**src/rtl/alu8_pkg.sv**
```systemverilog
package alu8_pkg;
  localparam int DW    = 8;
  localparam int OPW   = 5;
  localparam int CCW   = 8;
  localparam int CC_C  = 0;
  localparam int CC_V  = 1;
  localparam int CC_Z  = 2;
  localparam int CC_N  = 3;
  localparam int CC_H  = 5;
  localparam int NIB   = DW / 2;

  typedef enum logic [OPW-1:0] {
    OP_ADD = 5'd0,  OP_ADC = 5'd1,  OP_SUB = 5'd2,  OP_SBC = 5'd3,
    OP_CMP = 5'd4,  OP_AND = 5'd5,  OP_OR  = 5'd6,  OP_EOR = 5'd7,
    OP_BIT = 5'd8,  OP_LD  = 5'd9,  OP_NEG = 5'd10, OP_COM = 5'd11,
    OP_LSR = 5'd12, OP_ROR = 5'd13, OP_ASR = 5'd14, OP_ASL = 5'd15,
    OP_ROL = 5'd16, OP_INC = 5'd17, OP_DEC = 5'd18, OP_TST = 5'd19,
    OP_CLR = 5'd20, OP_DAA = 5'd21, OP_MUL = 5'd22
  } alu_op_e;
endpackage

```
**src/rtl/alu8_addsub.sv**
```systemverilog
module alu8_addsub
  import alu8_pkg::*;
(
  input  logic [DW-1:0] a,
  input  logic [DW-1:0] b,
  input  logic          cin,
  input  logic          sub,
  output logic [DW-1:0] res,
  output logic          c,
  output logic          v,
  output logic          h,
  output logic          n,
  output logic          z
);
  logic [DW:0] sum;
  logic [DW:0] mix;

  always_comb begin
    if (sub) sum = {1'b0, a} - {1'b0, b} - {{DW{1'b0}}, cin};
    else     sum = {1'b0, a} + {1'b0, b} + {{DW{1'b0}}, cin};
    mix = {1'b0, a} ^ {1'b0, b} ^ sum;
    res = sum[DW-1:0];
    c   = sum[DW];
    v   = mix[DW-1] ^ sum[DW];
    h   = mix[NIB];
    n   = sum[DW-1];
    z   = (sum[DW-1:0] == '0);
  end
endmodule

```
**src/rtl/alu8_unary.sv**
```systemverilog
module alu8_unary
  import alu8_pkg::*;
(
  input  logic [OPW-1:0] op,
  input  logic [DW-1:0]  a,
  input  logic [CCW-1:0] cc_in,
  output logic [DW-1:0]  res,
  output logic [CCW-1:0] cc
);
  logic [DW+1:0] adj;
  logic          nz_upd;

  always_comb begin
    res    = a;
    cc     = cc_in;
    nz_upd = 1'b1;
    adj    = {2'b00, a};
    case (op)
      OP_COM: begin res = ~a; cc[CC_C] = 1'b1; cc[CC_V] = 1'b0; end
      OP_LSR: begin res = {1'b0, a[DW-1:1]};        cc[CC_C] = a[0]; end
      OP_ROR: begin res = {cc_in[CC_C], a[DW-1:1]}; cc[CC_C] = a[0]; end
      OP_ASR: begin res = {a[DW-1], a[DW-1:1]};     cc[CC_C] = a[0]; end
      OP_ROL: begin
        res      = {a[DW-2:0], cc_in[CC_C]};
        cc[CC_C] = a[DW-1];
        cc[CC_V] = a[DW-1] ^ a[DW-2];
      end
      OP_INC: begin res = a + 1'b1; cc[CC_V] = (res == {1'b1, {(DW-1){1'b0}}}); end
      OP_DEC: begin res = a - 1'b1; cc[CC_V] = (res == {1'b0, {(DW-1){1'b1}}}); end
      OP_CLR: begin res = '0; cc[CC_C] = 1'b0; cc[CC_V] = 1'b0; end
      OP_DAA: begin
        nz_upd = 1'b0;
        if (cc_in[CC_H])         adj = adj + 10'd6;
        if (adj[NIB-1:0] > 4'd9) adj = adj + 10'd6;
        if (cc_in[CC_C])         adj = adj + 10'h60;
        if (adj[DW-1:NIB] > 4'd9) adj = adj + 10'h60;
        res = adj[DW-1:0];
        if (adj[DW]) cc[CC_C] = 1'b1;
      end
      default: nz_upd = 1'b0;
    endcase
    if (nz_upd) begin
      cc[CC_N] = res[DW-1];
      cc[CC_Z] = (res == '0);
    end
  end
endmodule

```
**src/rtl/alu8_ccr.sv**
```systemverilog
module alu8_ccr
  import alu8_pkg::*;
(
  input  logic           clk,
  input  logic           rst_n,
  input  logic           start,
  input  logic [OPW-1:0] op,
  input  logic [DW-1:0]  opa,
  input  logic [DW-1:0]  opb,
  input  logic [CCW-1:0] cc_in,
  output logic           valid,
  output logic [DW-1:0]  res_lo,
  output logic [DW-1:0]  res_hi,
  output logic [CCW-1:0] cc_out
);
  localparam int PW = 2 * DW;

  logic [1:0]     rst_sync;
  logic           rst_q_n;
  logic [DW-1:0]  as_a, as_b, as_res;
  logic           as_cin, as_sub, as_c, as_v, as_h, as_n, as_z;
  logic [DW-1:0]  un_res;
  logic [CCW-1:0] un_cc;
  logic [DW-1:0]  lg_val;
  logic [PW-1:0]  prod;
  logic [DW-1:0]  nxt_lo, nxt_hi;
  logic [CCW-1:0] nxt_cc;

  // reset: asserted asynchronously, released on a clock edge
  always_ff @(posedge clk or negedge rst_n) begin
    if (!rst_n) rst_sync <= 2'b00;
    else        rst_sync <= {rst_sync[0], 1'b1};
  end
  assign rst_q_n = rst_sync[1];

  // operand steering for the shared adder
  always_comb begin
    as_a   = opa;
    as_b   = opb;
    as_cin = 1'b0;
    as_sub = 1'b0;
    case (op)
      OP_ADC:         as_cin = cc_in[CC_C];
      OP_SUB, OP_CMP: as_sub = 1'b1;
      OP_SBC: begin as_sub = 1'b1; as_cin = cc_in[CC_C]; end
      OP_NEG: begin as_sub = 1'b1; as_a = '0; as_b = opa; end
      OP_ASL:         as_b = opa;
      default: ;
    endcase
  end

  alu8_addsub u_addsub (
    .a(as_a), .b(as_b), .cin(as_cin), .sub(as_sub),
    .res(as_res), .c(as_c), .v(as_v), .h(as_h), .n(as_n), .z(as_z)
  );

  alu8_unary u_unary (
    .op(op), .a(opa), .cc_in(cc_in), .res(un_res), .cc(un_cc)
  );

  always_comb begin
    case (op)
      OP_AND, OP_BIT: lg_val = opa & opb;
      OP_OR:          lg_val = opa | opb;
      OP_EOR:         lg_val = opa ^ opb;
      OP_LD:          lg_val = opb;
      default:        lg_val = opa;
    endcase
    prod = opa * opb;
  end

  // next state
  always_comb begin
    nxt_lo = opa;
    nxt_hi = '0;
    nxt_cc = cc_in;
    case (op)
      OP_ADD, OP_ADC, OP_ASL: begin
        nxt_lo = as_res;
        nxt_cc[CC_C] = as_c; nxt_cc[CC_V] = as_v; nxt_cc[CC_H] = as_h;
        nxt_cc[CC_N] = as_n; nxt_cc[CC_Z] = as_z;
      end
      OP_SUB, OP_SBC, OP_NEG, OP_CMP: begin
        if (op != OP_CMP) nxt_lo = as_res;
        nxt_cc[CC_C] = as_c; nxt_cc[CC_V] = as_v;
        nxt_cc[CC_N] = as_n; nxt_cc[CC_Z] = as_z;
      end
      OP_AND, OP_OR, OP_EOR, OP_LD, OP_BIT, OP_TST: begin
        if (op != OP_BIT && op != OP_TST) nxt_lo = lg_val;
        nxt_cc[CC_V] = 1'b0;
        nxt_cc[CC_N] = lg_val[DW-1];
        nxt_cc[CC_Z] = (lg_val == '0);
      end
      OP_COM, OP_LSR, OP_ROR, OP_ASR, OP_ROL,
      OP_INC, OP_DEC, OP_CLR, OP_DAA: begin
        nxt_lo = un_res;
        nxt_cc = un_cc;
      end
      OP_MUL: begin
        {nxt_hi, nxt_lo} = prod;
        nxt_cc[CC_Z] = (prod == '0);
        nxt_cc[CC_C] = prod[DW-1];
      end
      default: ;
    endcase
  end

  // registers
  always_ff @(posedge clk or negedge rst_q_n) begin
    if (!rst_q_n) begin
      valid  <= 1'b0;
      res_lo <= '0;
      res_hi <= '0;
      cc_out <= '0;
    end else begin
      valid <= start;
      if (start) begin
        res_lo <= nxt_lo;
        res_hi <= nxt_hi;
        cc_out <= nxt_cc;
      end
    end
  end


  valid_pulse_chk: assert property (@(posedge clk) disable iff (!rst_q_n)
    !start |=> (!valid && $stable(res_lo) && $stable(res_hi) && $stable(cc_out)));

  mask_pass_chk: assert property (@(posedge clk) disable iff (!rst_q_n)
    start |=> (cc_out[7:6] == $past(cc_in[7:6]) && cc_out[4] == $past(cc_in[4])));

  clr_flags_chk: assert property (@(posedge clk) disable iff (!rst_q_n)
    (start && op == OP_CLR) |=> (res_lo == '0 && cc_out[3:0] == 4'b0100));

  inc_ovf_chk: assert property (@(posedge clk) disable iff (!rst_q_n)
    (start && op == OP_INC) |=> (cc_out[CC_V] == (res_lo == 8'h80) &&
                                 cc_out[CC_C] == $past(cc_in[CC_C])));

  mul_zero_chk: assert property (@(posedge clk) disable iff (!rst_q_n)
    (start && op == OP_MUL) |=> (cc_out[CC_Z] == ({res_hi, res_lo} == '0)));
endmodule

```
**config.mk**
```make
export PLATFORM = sky130hd
export DESIGN_NAME = alu8_ccr
export DESIGN_NICKNAME = d
export VERILOG_FILES = /design/src/rtl/alu8_pkg.sv /design/src/rtl/alu8_addsub.sv /design/src/rtl/alu8_unary.sv /design/src/rtl/alu8_ccr.sv
export SDC_FILE = /design/constraint.sdc
export NUM_CORES = 1
export LEC_CHECK = 0
export BUFFER_PORTS_ARGS = -buffer_cell sky130_fd_sc_hd__buf_4
export CAP_MARGIN = 30
export CORE_ASPECT_RATIO = 2
export CORE_MARGIN = 1
export CORE_UTILIZATION = 40
export CTS_BUF_LIST = sky130_fd_sc_hd__clkbuf_8
export DETAILED_ROUTE_END_ITERATION = 10
export PLACE_DENSITY = 0.66
export REMOVE_ABC_BUFFERS = 1
export SYNTH_ARGS = -nofsm -noshare
export SYNTH_HDL_FRONTEND = slang
export SYNTH_SLANG_ARGS = --single-unit
```
**constraint.sdc**
```tcl
create_clock -name clk -period 1.69 [get_ports clk]
set_input_delay 0.338 -clock clk [delete_from_list [all_inputs] [get_ports clk]]
set_output_delay 0.338 -clock clk [all_outputs]
set_load 0.1 [all_outputs]
```
=== Word level (Yosys, flattened, before mapping) ===
Index checks and enable logic that the tools add are counted.

* Bits in registers: 27
* Input bits: 32

* Add/subtract/negate cells: 10
* Multiply operators: 1
* $lt $le $gt $ge: 2
* Equality and inequality tests: 27
* Muxes and demuxes: 29
* Bitwise operators: 8
* Reduce and logical (&&, ||, !) cells: 17

{| class="wikitable"
|+ Operator list
! operator !! number
|-
| 9-bit 2-to-1 mux || 9
|-
| 8-bit one-hot mux with 9 select lines || 1
|-
| 5-bit by 4-bit == test with 1-bit output, second input constant || 8
|-
| 8-bit 2-to-1 mux || 5
|-
| 8-bit one-hot mux with 5 select lines || 1
|-
| 5-bit == test, second input constant || 7
|-
| 8-bit one-hot mux with 4 select lines || 1
|-
| 8-bit logical NOT || 3
|-
| 8-bit bitwise XOR || 3
|-
| 5-bit by 3-bit == test with 1-bit output, second input constant || 4
|-
| 9-bit by 7-bit adder with 9-bit output, second input constant || 2
|-
| 16-bit logical NOT || 1
|-
| 8-bit by 8-bit multiplier with 16-bit output || 1
|-
| 5-bit by 2-bit == test with 1-bit output, second input constant || 2
|-
| 8-bit by 3-bit adder with 9-bit output, second input constant || 1
|-
| 8-bit by 8-bit adder with 9-bit output || 1
|-
| 9-bit by 1-bit adder with 9-bit output || 1
|-
| 9-bit by 3-bit adder with 9-bit output, second input constant || 1
|-
| 1-bit one-hot mux with 3 select lines || 3
|-
| 9-bit OR reduction || 1
|-
| 8-bit by 8-bit subtractor with 9-bit output || 1
|-
| 9-bit by 1-bit subtractor with 9-bit output || 1
|-
| 8-bit by 1-bit adder with 8-bit output, second input constant || 1
|-
| 8-bit AND || 1
|-
| other kinds (23) || 34
|}

=== Logic depth before layout (Yosys ltp) ===
Gate-level depths: netlist (run 1).

* Word-level depth: 16
* Mapped depth: 20

=== Cells and area by module ===
A second synthesis (run 1) with hierarchy kept.

* Cells, all modules: 924
* Area total of the unflattened synthesis: 7198.2 sq um

{| class="wikitable"
|+ By module, submodules not included
! module !! times used !! cells an instance !! area each (sq um) !! seq. area each (sq um)
|-
| alu8_ccr || 1 || 515 || 4376.7 || 675.6
|-
| alu8_unary || 1 || 255 || 1634.1 || 0.0
|-
| alu8_addsub || 1 || 154 || 1187.4 || 0.0
|}

=== Worst setup path before layout (run 1) ===
OpenSTA, ideal clock, no wires.

* Path type: in2reg
* From: in opa[5]
* To: reg cc_out[2]
* Library setup time: 0.071 ns
* Data arrival time: 4.892 ns
* Required time: 1.619 ns
* Slack: -3.273 ns
* Cell stages on the path: 20
* Path buffers: 3
* Path through: buf_2 > clkbuf_1 > clkbuf_1 > nand2_1 > fa_1 > inv_1 > fa_1 > inv_1 > fa_1 > inv_1 > fa_1 > ha_1 > o21a_1 > o21a_1 > o22a_1 > a31o_2 > a21oi_1 > xor2_1 > nand4_1 > nand4_1

* Cells in the longest elaborated chain, start to end: 16
* Elaborated cells between the ends (all ways): 35
* Classes of those cells: add/sub: 10; mul: 1; order compare: 1; mux: 15; bitwise: 4; reduce/logical: 4

{| class="wikitable"
|+ RTL lines
! element !! line !! source
|-
| start: declaration || alu8_ccr.sv:8 || <nowiki>input logic [DW-1:0] opa,</nowiki>
|-
| 8-bit by 3-bit adder with 9-bit output || alu8_unary.sv:33 || <nowiki>if (cc_in[CC_H]) adj = adj + 10'd6;</nowiki>
|-
| 9-bit 2-to-1 mux || alu8_unary.sv:33 ||
|-
| 9-bit 2-to-1 mux || alu8_unary.sv:18 || <nowiki>case (op)</nowiki>
|-
| 9-bit by 3-bit adder with 9-bit output || alu8_unary.sv:34 || <nowiki>if (adj[NIB-1:0] > 4'd9) adj = adj + 10'd6;</nowiki>
|-
| 9-bit 2-to-1 mux || alu8_unary.sv:34 ||
|-
| 9-bit 2-to-1 mux || alu8_unary.sv:18 ||
|-
| 9-bit by 7-bit adder with 9-bit output || alu8_unary.sv:35 || <nowiki>if (cc_in[CC_C]) adj = adj + 10'h60;</nowiki>
|-
| 9-bit 2-to-1 mux || alu8_unary.sv:35 ||
|-
| 9-bit 2-to-1 mux || alu8_unary.sv:18 ||
|-
| 9-bit by 7-bit adder with 9-bit output or 4-bit greater-than comparator (tied branches) || alu8_unary.sv:36 || <nowiki>if (adj[DW-1:NIB] > 4'd9) adj = adj + 10'h60;</nowiki>
|-
| 9-bit 2-to-1 mux || alu8_unary.sv:36 ||
|-
| 9-bit 2-to-1 mux || alu8_unary.sv:18 ||
|-
| 8-bit one-hot mux with 9 select lines || alu8_unary.sv:18 ||
|-
| 8-bit logical NOT || alu8_unary.sv:44 || <nowiki>cc[CC_Z] = (res == '0);</nowiki>
|-
| 2-bit 2-to-1 mux || alu8_unary.sv:42 || <nowiki>if (nz_upd) begin</nowiki>
|-
| 1-bit one-hot mux with 4 select lines * || alu8_ccr.sv:77 || <nowiki>case (op)</nowiki>
|-
| end signal: assignment || alu8_ccr.sv:120 || <nowiki>cc_out <= nxt_cc;</nowiki>
|-
| end: declaration || alu8_ccr.sv:14 || <nowiki>output logic [CCW-1:0] cc_out</nowiki>
|}

Every way passes the cells marked *; elsewhere a longest branch is shown, timed or not. The select of a mux whose other input is x is not followed.
A chain may end at the register's enable or synchronous reset.

=== Worst setup path after layout (run 1) ===
* From: in opa[3]
* To: reg cc_out[2]

* Cells in the longest elaborated chain, start to end: 16
* Elaborated cells between the ends (all ways): 36
* Classes of those cells: add/sub: 10; mul: 1; order compare: 2; mux: 15; bitwise: 4; reduce/logical: 4

{| class="wikitable"
|+ RTL lines
! element !! line
|-
| 8-bit by 3-bit adder with 9-bit output || alu8_unary.sv:33
|-
| 9-bit 2-to-1 mux || alu8_unary.sv:33
|-
| 9-bit 2-to-1 mux || alu8_unary.sv:18
|-
| 9-bit by 3-bit adder with 9-bit output or 4-bit greater-than comparator (tied branches) || alu8_unary.sv:34
|-
| 9-bit 2-to-1 mux || alu8_unary.sv:34
|-
| 9-bit 2-to-1 mux || alu8_unary.sv:18
|-
| 9-bit by 7-bit adder with 9-bit output || alu8_unary.sv:35
|-
| 9-bit 2-to-1 mux || alu8_unary.sv:35
|-
| 9-bit 2-to-1 mux || alu8_unary.sv:18
|-
| 9-bit by 7-bit adder with 9-bit output or 4-bit greater-than comparator (tied branches) || alu8_unary.sv:36
|-
| 9-bit 2-to-1 mux || alu8_unary.sv:36
|-
| 9-bit 2-to-1 mux || alu8_unary.sv:18
|-
| 8-bit one-hot mux with 9 select lines || alu8_unary.sv:18
|-
| 8-bit logical NOT || alu8_unary.sv:44
|-
| 2-bit 2-to-1 mux || alu8_unary.sv:42
|-
| 1-bit one-hot mux with 4 select lines * || alu8_ccr.sv:77
|}

Marks and branches as above.

==> results of run 1 <==
[kinds of logic (layout without fill, tap and decap cells)]
logic type | after synthesis | count (layout)
AOI/OAI and AO/OA | 236 | 236
xor gates and xnor gates | 44 | 44
adders and majority gates | 122 | 122
buffers and inverters | 146 | 480
DFF | 27 | 27
muxes | 10 | 10
other | 1 | 1
and+or+nand+nor | 316 | 316
[flip-flops by register name (all words and copies together), names as in the netlist]
name and flops:
cc_out 8, res_lo 8, valid 1, rst_sync 2, res_hi 8
[power groups by stage]
stage / sequential (W) / combinational (W) / clock, W
floorplan: 0.00129 / 0.00245 / 0
global placement: 0.000773 / 0.00550 / 0
detailed placement: 0.000775 / 0.00556 / 0
CTS: 0.000763 / 0.00652 / 0.000407
global route: 0.000771 / 0.00795 / 0.000428
finish: 0.000763 / 0.00753 / 0.000399
[repair_timing]
item | CTS | global route
cloned | 3 | 0
gates resized for setup | 236 | 94
setup endpoints to repair | 21 | 21
hold buffers | 1 | 0
pin swaps | 111 | 78
buffers inserted | 28 | 19
hold endpoints to repair | 2 | 0
[worst max-delay path by stage]
stage               startpoint         to  cells past startpoint  slack [ns]
global placement        opa[4]  res_hi[6]                     20       -3.08
finish                  opa[3]  cc_out[2]                     21       -2.51
floorplan               opa[4]  cc_out[2]                     19       -2.73
CTS                     opb[2]  cc_out[2]                     19       -2.44
detailed placement      opa[4]  cc_out[2]                     20       -3.10
global route            opb[5]  cc_out[2]                     19       -2.71
[through the flow]
stage / power [W] / instances
final: 0.00869 / 1443
after global routing: 0.00915 / 1443
after CTS: 0.00769 / 1432
after detailed placement: 0.00634 / 1398
after global placement: 0.00628 / 1397
after floorplan: 0.00373 / 857
[Yosys cell counts, types with 4 or more instances]
| master | count |
|---|---|
| nand2b_1 | 12 |
| and2_1 | 12 |
| nand3b_1 | 4 |
| clkinv_1 | 4 |
| nor2_1 | 85 |
| nor2b_1 | 15 |
| a21o_1 | 12 |
| nor3_1 | 21 |
| nand4_1 | 12 |
| a211oi_1 | 8 |
| nand2_1 | 92 |
| dfrtp_1 | 27 |
| a22oi_1 | 13 |
| o21a_1 | 6 |
| o211ai_1 | 5 |
| nand3_1 | 20 |
| mux2_2 | 5 |
| a221oi_1 | 19 |
| nor4_1 | 8 |
| and3_1 | 9 |
| a31o_2 | 4 |
| a31oi_1 | 9 |
| o221ai_1 | 5 |
| xnor2_1 | 27 |
| mux2i_1 | 5 |
| inv_1 | 93 |
| fa_1 | 40 |
| buf_2 | 13 |
| a21oi_1 | 41 |
| o2bb2ai_1 | 9 |
| ha_1 | 82 |
| clkbuf_1 | 27 |
| or2_2 | 6 |
| o21ai_0 | 51 |
| xor2_1 | 15 |
[cell type report]
| class | count | area (µm²) |
|---|---|---|
| inverters | 101 | 418 |
| clock inverters | 1 | 8.76 |
| repair buffers | 375 | 3230 |
| clock buffers | 3 | 41.3 |
| flip-flops and latches | 27 | 676 |
| fillers | 1325 | 5480 |
| well taps | 207 | 259 |
| multi-input cells | 729 | 6580 |
[critical path: stages]
cell,delay (ns)
buf_12,0.11
inv_2,0.05
nor2_2,0.04
fa_1,0.52
inv_1,0.05
fa_1,0.50
inv_1,0.05
fa_1,0.49
inv_1,0.07
fa_1,0.52
inv_2,0.05
ha_4,0.27
buf_6,0.11
o21ai_2,0.07
o21ai_2,0.32
a21oi_4,0.11
xor2_2,0.21
nand3_2,0.10
nor3_2,0.19
nand4_1,0.13
nand4_1,0.11
[layer usage]
| layer | part of all wire | wire length (µm) |
|---|---|---|
| met1 | 0.30 | 10100 |
| met2 | 0.49 | 16200 |
| met3 | 0.077 | 2580 |
| met4 | 0.14 | 4540 |
| met5 | 0 | 0 |
[cell usage in the layout (no fill, tap or decap), types with 27 or more instances in the layout]
| cell type | instances |
|---|---|
| a21oi_1 | 33 |
| buf_4 | 308 |
| buf_6 | 42 |
| dfrtp_1 | 27 |
| fa_1 | 34 |
| ha_1 | 62 |
| inv_1 | 77 |
| nand2_1 | 79 |
| nor2_1 | 69 |
| o21ai_0 | 33 |
==> flow_metrics.tcl, run 1 <==
set metrics [dict create \
    final_core_util 0.672 \
    yosys.area_share.xor_xnor 0.0597 \
    ir_drop_mv 1.20 \
    power.internal_w 0.00439 \
    synth_fa_ha_area_frac 0.268 \
    vias 8771 \
    synthToLayoutAreaGrowth_pct 64.5 \
    setup_slack_ns -2.51 \
    post_drt_wl_per_cell_um 23.2 \
    grt_max_degree 34 \
    ant_nets 0 \
    gr-total-overflow 0 \
    async_reset_ff_frac 1.00 \
    gp_congestion 1.02 \
    p_clk_frac 0.046 \
    root_buffer "clkbuf_8" \
    netlist_top_cells_area "ha_1, fa_1, dfrtp_1" \
    cts_buffer_depth 2 \
    finalCritPeriodShare 2.48 \
    grt_util_met1 0.357 \
    cp.required_ns 1.91 \
    crit_arrival_ns 4.41 \
    antenna_cells 0 \
    cts_max_level 1 \
    startpoint_type "input pin" \
    synth_edf_count 0 \
    synth-seq-cells 27 \
    drc 0 \
    antenna_found_initial 0 \
    leakage_nw 5.34 \
    p_switching_w 0.00430 \
    num_rows 67 \
    switching_share 0.495 \
    dpl.hpwl_um 24300 \
    clkTransAtPathRegs_ns 0.10 \
    grtUsageMet3 0.106 \
    relSlewSlack 0.513 \
    combPwrFrac 0.866 \
    busiest_layer "met2" \
    min_period_ns 4.20 \
    status "finished, violations left" \
    pwr-share-seq 0.088 \
    vias_per_cell 6.08 \
    io_pins 57 \
    grt_pass1_vias 9189 \
    core_um2 16700 \
    reg2reg_from "cc_out[2]" \
    powerDensity_nw_per_um2 776 \
    hold_viol 0 \
    ys_warn_count 0 \
    final_nets 1391 \
    reg2reg_depth 6 \
    drive_above_1_share 0.463 \
    dieArea_um2 17600 \
    clk_latency_ns 0.28 \
    numCtsBuffers 3 \
    initial_core_util 0.408 \
    synth_cells 902 \
    cts.sinks 27 \
    drv_slew 0 \
    synth_mux_area_frac 0.0156 \
    tightestPinTransition_ns 0.731 \
    synth_top_family_by_area "adder cells" \
    io_buffers 56 \
    dp_slack_ns -3.10 \
    cts_tree "done" \
    synth_compound_area_frac 0.242 \
    final_cell_area_um2 11200 \
    min_path_type "register to async pin" \
    rrSetupSlack_ns -0.01 \
    cp-end-kind "register" \
    place_area_um2 9370 \
    drtPass1Iterations 6 \
    track_usage 0.386 \
    max_freq_mhz 238 \
    yosysSeqAreaShare 0.0992 \
    synth.distinct_cells 84 \
    drtIter0Drc 639 \
    postSynthAreaPerCell_um2 7.55 \
    critPathMaxFanout 4 \
    die_y_um 187 \
    cap_violations 0 \
    crit_type "input pin to register" \
    rr_endpoint "cc_out[2]" \
    rsz0062_at_grt "yes" \
    violations "setup timing" \
    finalHoldWorstSlack_ns 0.229 \
    grt_pass1_wl_um 50300 \
    use_met2 0.645 \
    setup_viol 21 \
    synth_top_area_cell "ha_1" \
    synth_top_area_frac 0.151 \
    dieWidth_um 94.3 \
    wl_um 33500 \
    finalSetupTns_ns -39.76 \
    synthSimpleGateAreaFrac 0.227 \
    syn_area_um2 6810 \
    synthFlopType "dfrtp_1" \
    clock-skew-final_ns 0.00453 \
]
Note: power is estimated with default switching activity, not from simulation.
==> run 2: changes to the inputs <==
- REMOVE_ABC_BUFFERS: 1 -> default
==> run 2 against run 1 <==
Net effect:
- die area unchanged
- count of clock-buffer cells in the layout unchanged
- sequential power increased by 0.7%
- via count decreased by 4.2%
- clock skew increased by 0.0019 ns
- critical path type unchanged
- global-route usage decreased by 3.9 points
- the run still ends with setup timing left
- worst setup slack got worse by 0.045 ns
==> flow_metrics.tcl, run 2 (synthesized netlist as in run 1, its figures left out) <==
set metrics [dict create \
    antenna_cells 0 \
    crit_arrival_ns 4.49 \
    critPathMaxFanout 3 \
    io_buffers 56 \
    io_pins 57 \
    vias_per_cell 5.94 \
    ir_drop_mv 1.19 \
    powerDensity_nw_per_um2 795 \
    core_um2 16700 \
    finalHoldWorstSlack_ns 0.259 \
    cp-end-kind "register" \
    wl_um 30600 \
    drv_slew 0 \
    num_rows 67 \
    violations "setup timing" \
    grt_pass1_vias 8849 \
    cts.sinks 27 \
    ant_nets 0 \
    setup_viol 21 \
    placed_cells 1379 \
    power.internal_w 0.00439 \
    vias 8402 \
    rsz0062_at_grt "yes" \
    min_period_ns 4.24 \
    dieWidth_um 94.3 \
    drtIter0Drc 497 \
    setup_slack_ns -2.55 \
    pwr-share-seq 0.089 \
    grt_max_degree 34 \
    clkTransAtPathRegs_ns 0.12 \
    p_clk_frac 0.051 \
    dp_slack_ns -2.89 \
    filler_cell_count 1355 \
    dieArea_um2 17600 \
    final_cell_mix "buf_4, nand2_1, inv_1" \
    final_nets 1363 \
    cts_tree "done" \
    stdcell_count 1415 \
    cap_violations 0 \
    finalCritPeriodShare 2.51 \
    dpl.hpwl_um 23000 \
    clk_latency_ns 0.31 \
    antenna_found_initial 0 \
    max_freq_mhz 236 \
    switching_share 0.493 \
    layout_commonest_cell "buf_4" \
    place_area_um2 9600 \
    hold_viol 0 \
    clock-skew-final_ns 0.00641 \
    gp_congestion 1.00 \
    crit_type "input pin to register" \
    gr-total-overflow 0 \
    drive_above_1_share 0.455 \
    die_y_um 187 \
    final_cell_area_um2 10900 \
    synth_nets 1056 \
    min_path_type "input pin to register" \
    drc 0 \
    p_switching_w 0.00426 \
    startpoint_type "input pin" \
    cp.required_ns 1.93 \
    combPwrFrac 0.860 \
    drtPass1Iterations 5 \
    top_regs "cc_out: 8 flops, res_hi: 8 flops, res_lo: 8 flops" \
    track_usage 0.346 \
    status "finished, violations left" \
    numCtsBuffers 3 \
    root_buffer "clkbuf_8" \
    cts_max_level 1 \
    synthToLayoutAreaGrowth_pct 59.8 \
    cts_buffer_depth 2 \
    grt_pass1_wl_um 46000 \
    post_drt_wl_per_cell_um 21.6 \
    initial_core_util 0.408 \
    leakage_nw 5.10 \
]
## run 2: path summary, 6_finish.rpt
path | start | end | slack [ns] | cells after the start
worst min-delay path | cc_in[6] | cc_out[6] | 0.26 | 2
worst max-delay path | opb[2] | cc_out[2] | -2.55 | 20
min in group asynchronous | rst_sync[1] | res_hi[4] | 0.29 | 1
worst max register to register | cc_out[2] | cc_out[2] | -0.20 | 7
max in group asynchronous | rst_sync[1] | res_lo[7] | 1.11 | 1
worst min register to register | rst_sync[1] | res_hi[4] | 0.29 | 1
## run 2: worst max-delay path: stages
cell     delay [ns]
buf_4          0.13
inv_2          0.08
nor2_1         0.07
fa_1           0.51
inv_1          0.05
fa_1           0.50
inv_2          0.05
fa_1           0.51
inv_1          0.07
fa_1           0.54
inv_2          0.07
ha_4           0.23
and3_4         0.17
a22oi_2        0.23
nand3_2        0.15
a31o_2         0.23
a21oi_2        0.14
xor2_1         0.22
nand4_1        0.12
nand4_1        0.10
## run 2: power groups by stage
stage / Clock, W / Combinational (W) / Sequential [W]
floorplan: 0 / 0.00304 / 0.00129
global placement: 0 / 0.00558 / 0.000777
detailed placement: 0 / 0.00569 / 0.000778
CTS: 0.000448 / 0.00651 / 0.000767
global route: 0.000456 / 0.00788 / 0.000776
finish: 0.000439 / 0.00744 / 0.000768
## run 2: layout make-up
class / count / area (µm²) / share of cell area
sequential: 27 / 676 / 0.0621
clock inverter: 1 / 5.00 / 0.000460
multi-input combinational: 729 / 6540 / 0.601
clock buffer: 3 / 41.3 / 0.00379
tap: 207 / 259 / 0.0238
timing repair buffer: 347 / 2930 / 0.269
inverter: 101 / 432 / 0.0397
## run 2: timing repair
| item | 4_1_cts | 5_1_grt |
|---|---|---|
| pin swaps | 78 | 42 |
| endpoints found under the hold margin | 2 | 0 |
| resized for setup | 150 | 56 |
| cloned | 2 | 0 |
| hold buffers | 1 | 0 |
| setup endpoints to repair | 21 | 21 |
| buffers inserted | 25 | 10 |
## run 2: metal layers
layer	share of wire	up-vias	track usage	routed length, µm
met5	0	-	0	0
li1	-	3802	-	-
met3	0.056	209	0.0448	1710
met1	0.32	3980	0.333	9670
met4	0.11	0	0.297	3370
met2	0.52	411	0.623	15800
## run 2: through the flow
stage          total power [W]  utilization  TNS [ns]
2_1_floorplan          0.00432            -    -38.52
3_3_place_gp           0.00636        0.576    -45.63
3_5_place_dp           0.00647        0.576    -46.64
4_1_cts                0.00772        0.633    -36.47
5_1_grt                0.00911        0.653    -40.78
6_report               0.00865        0.653    -38.54
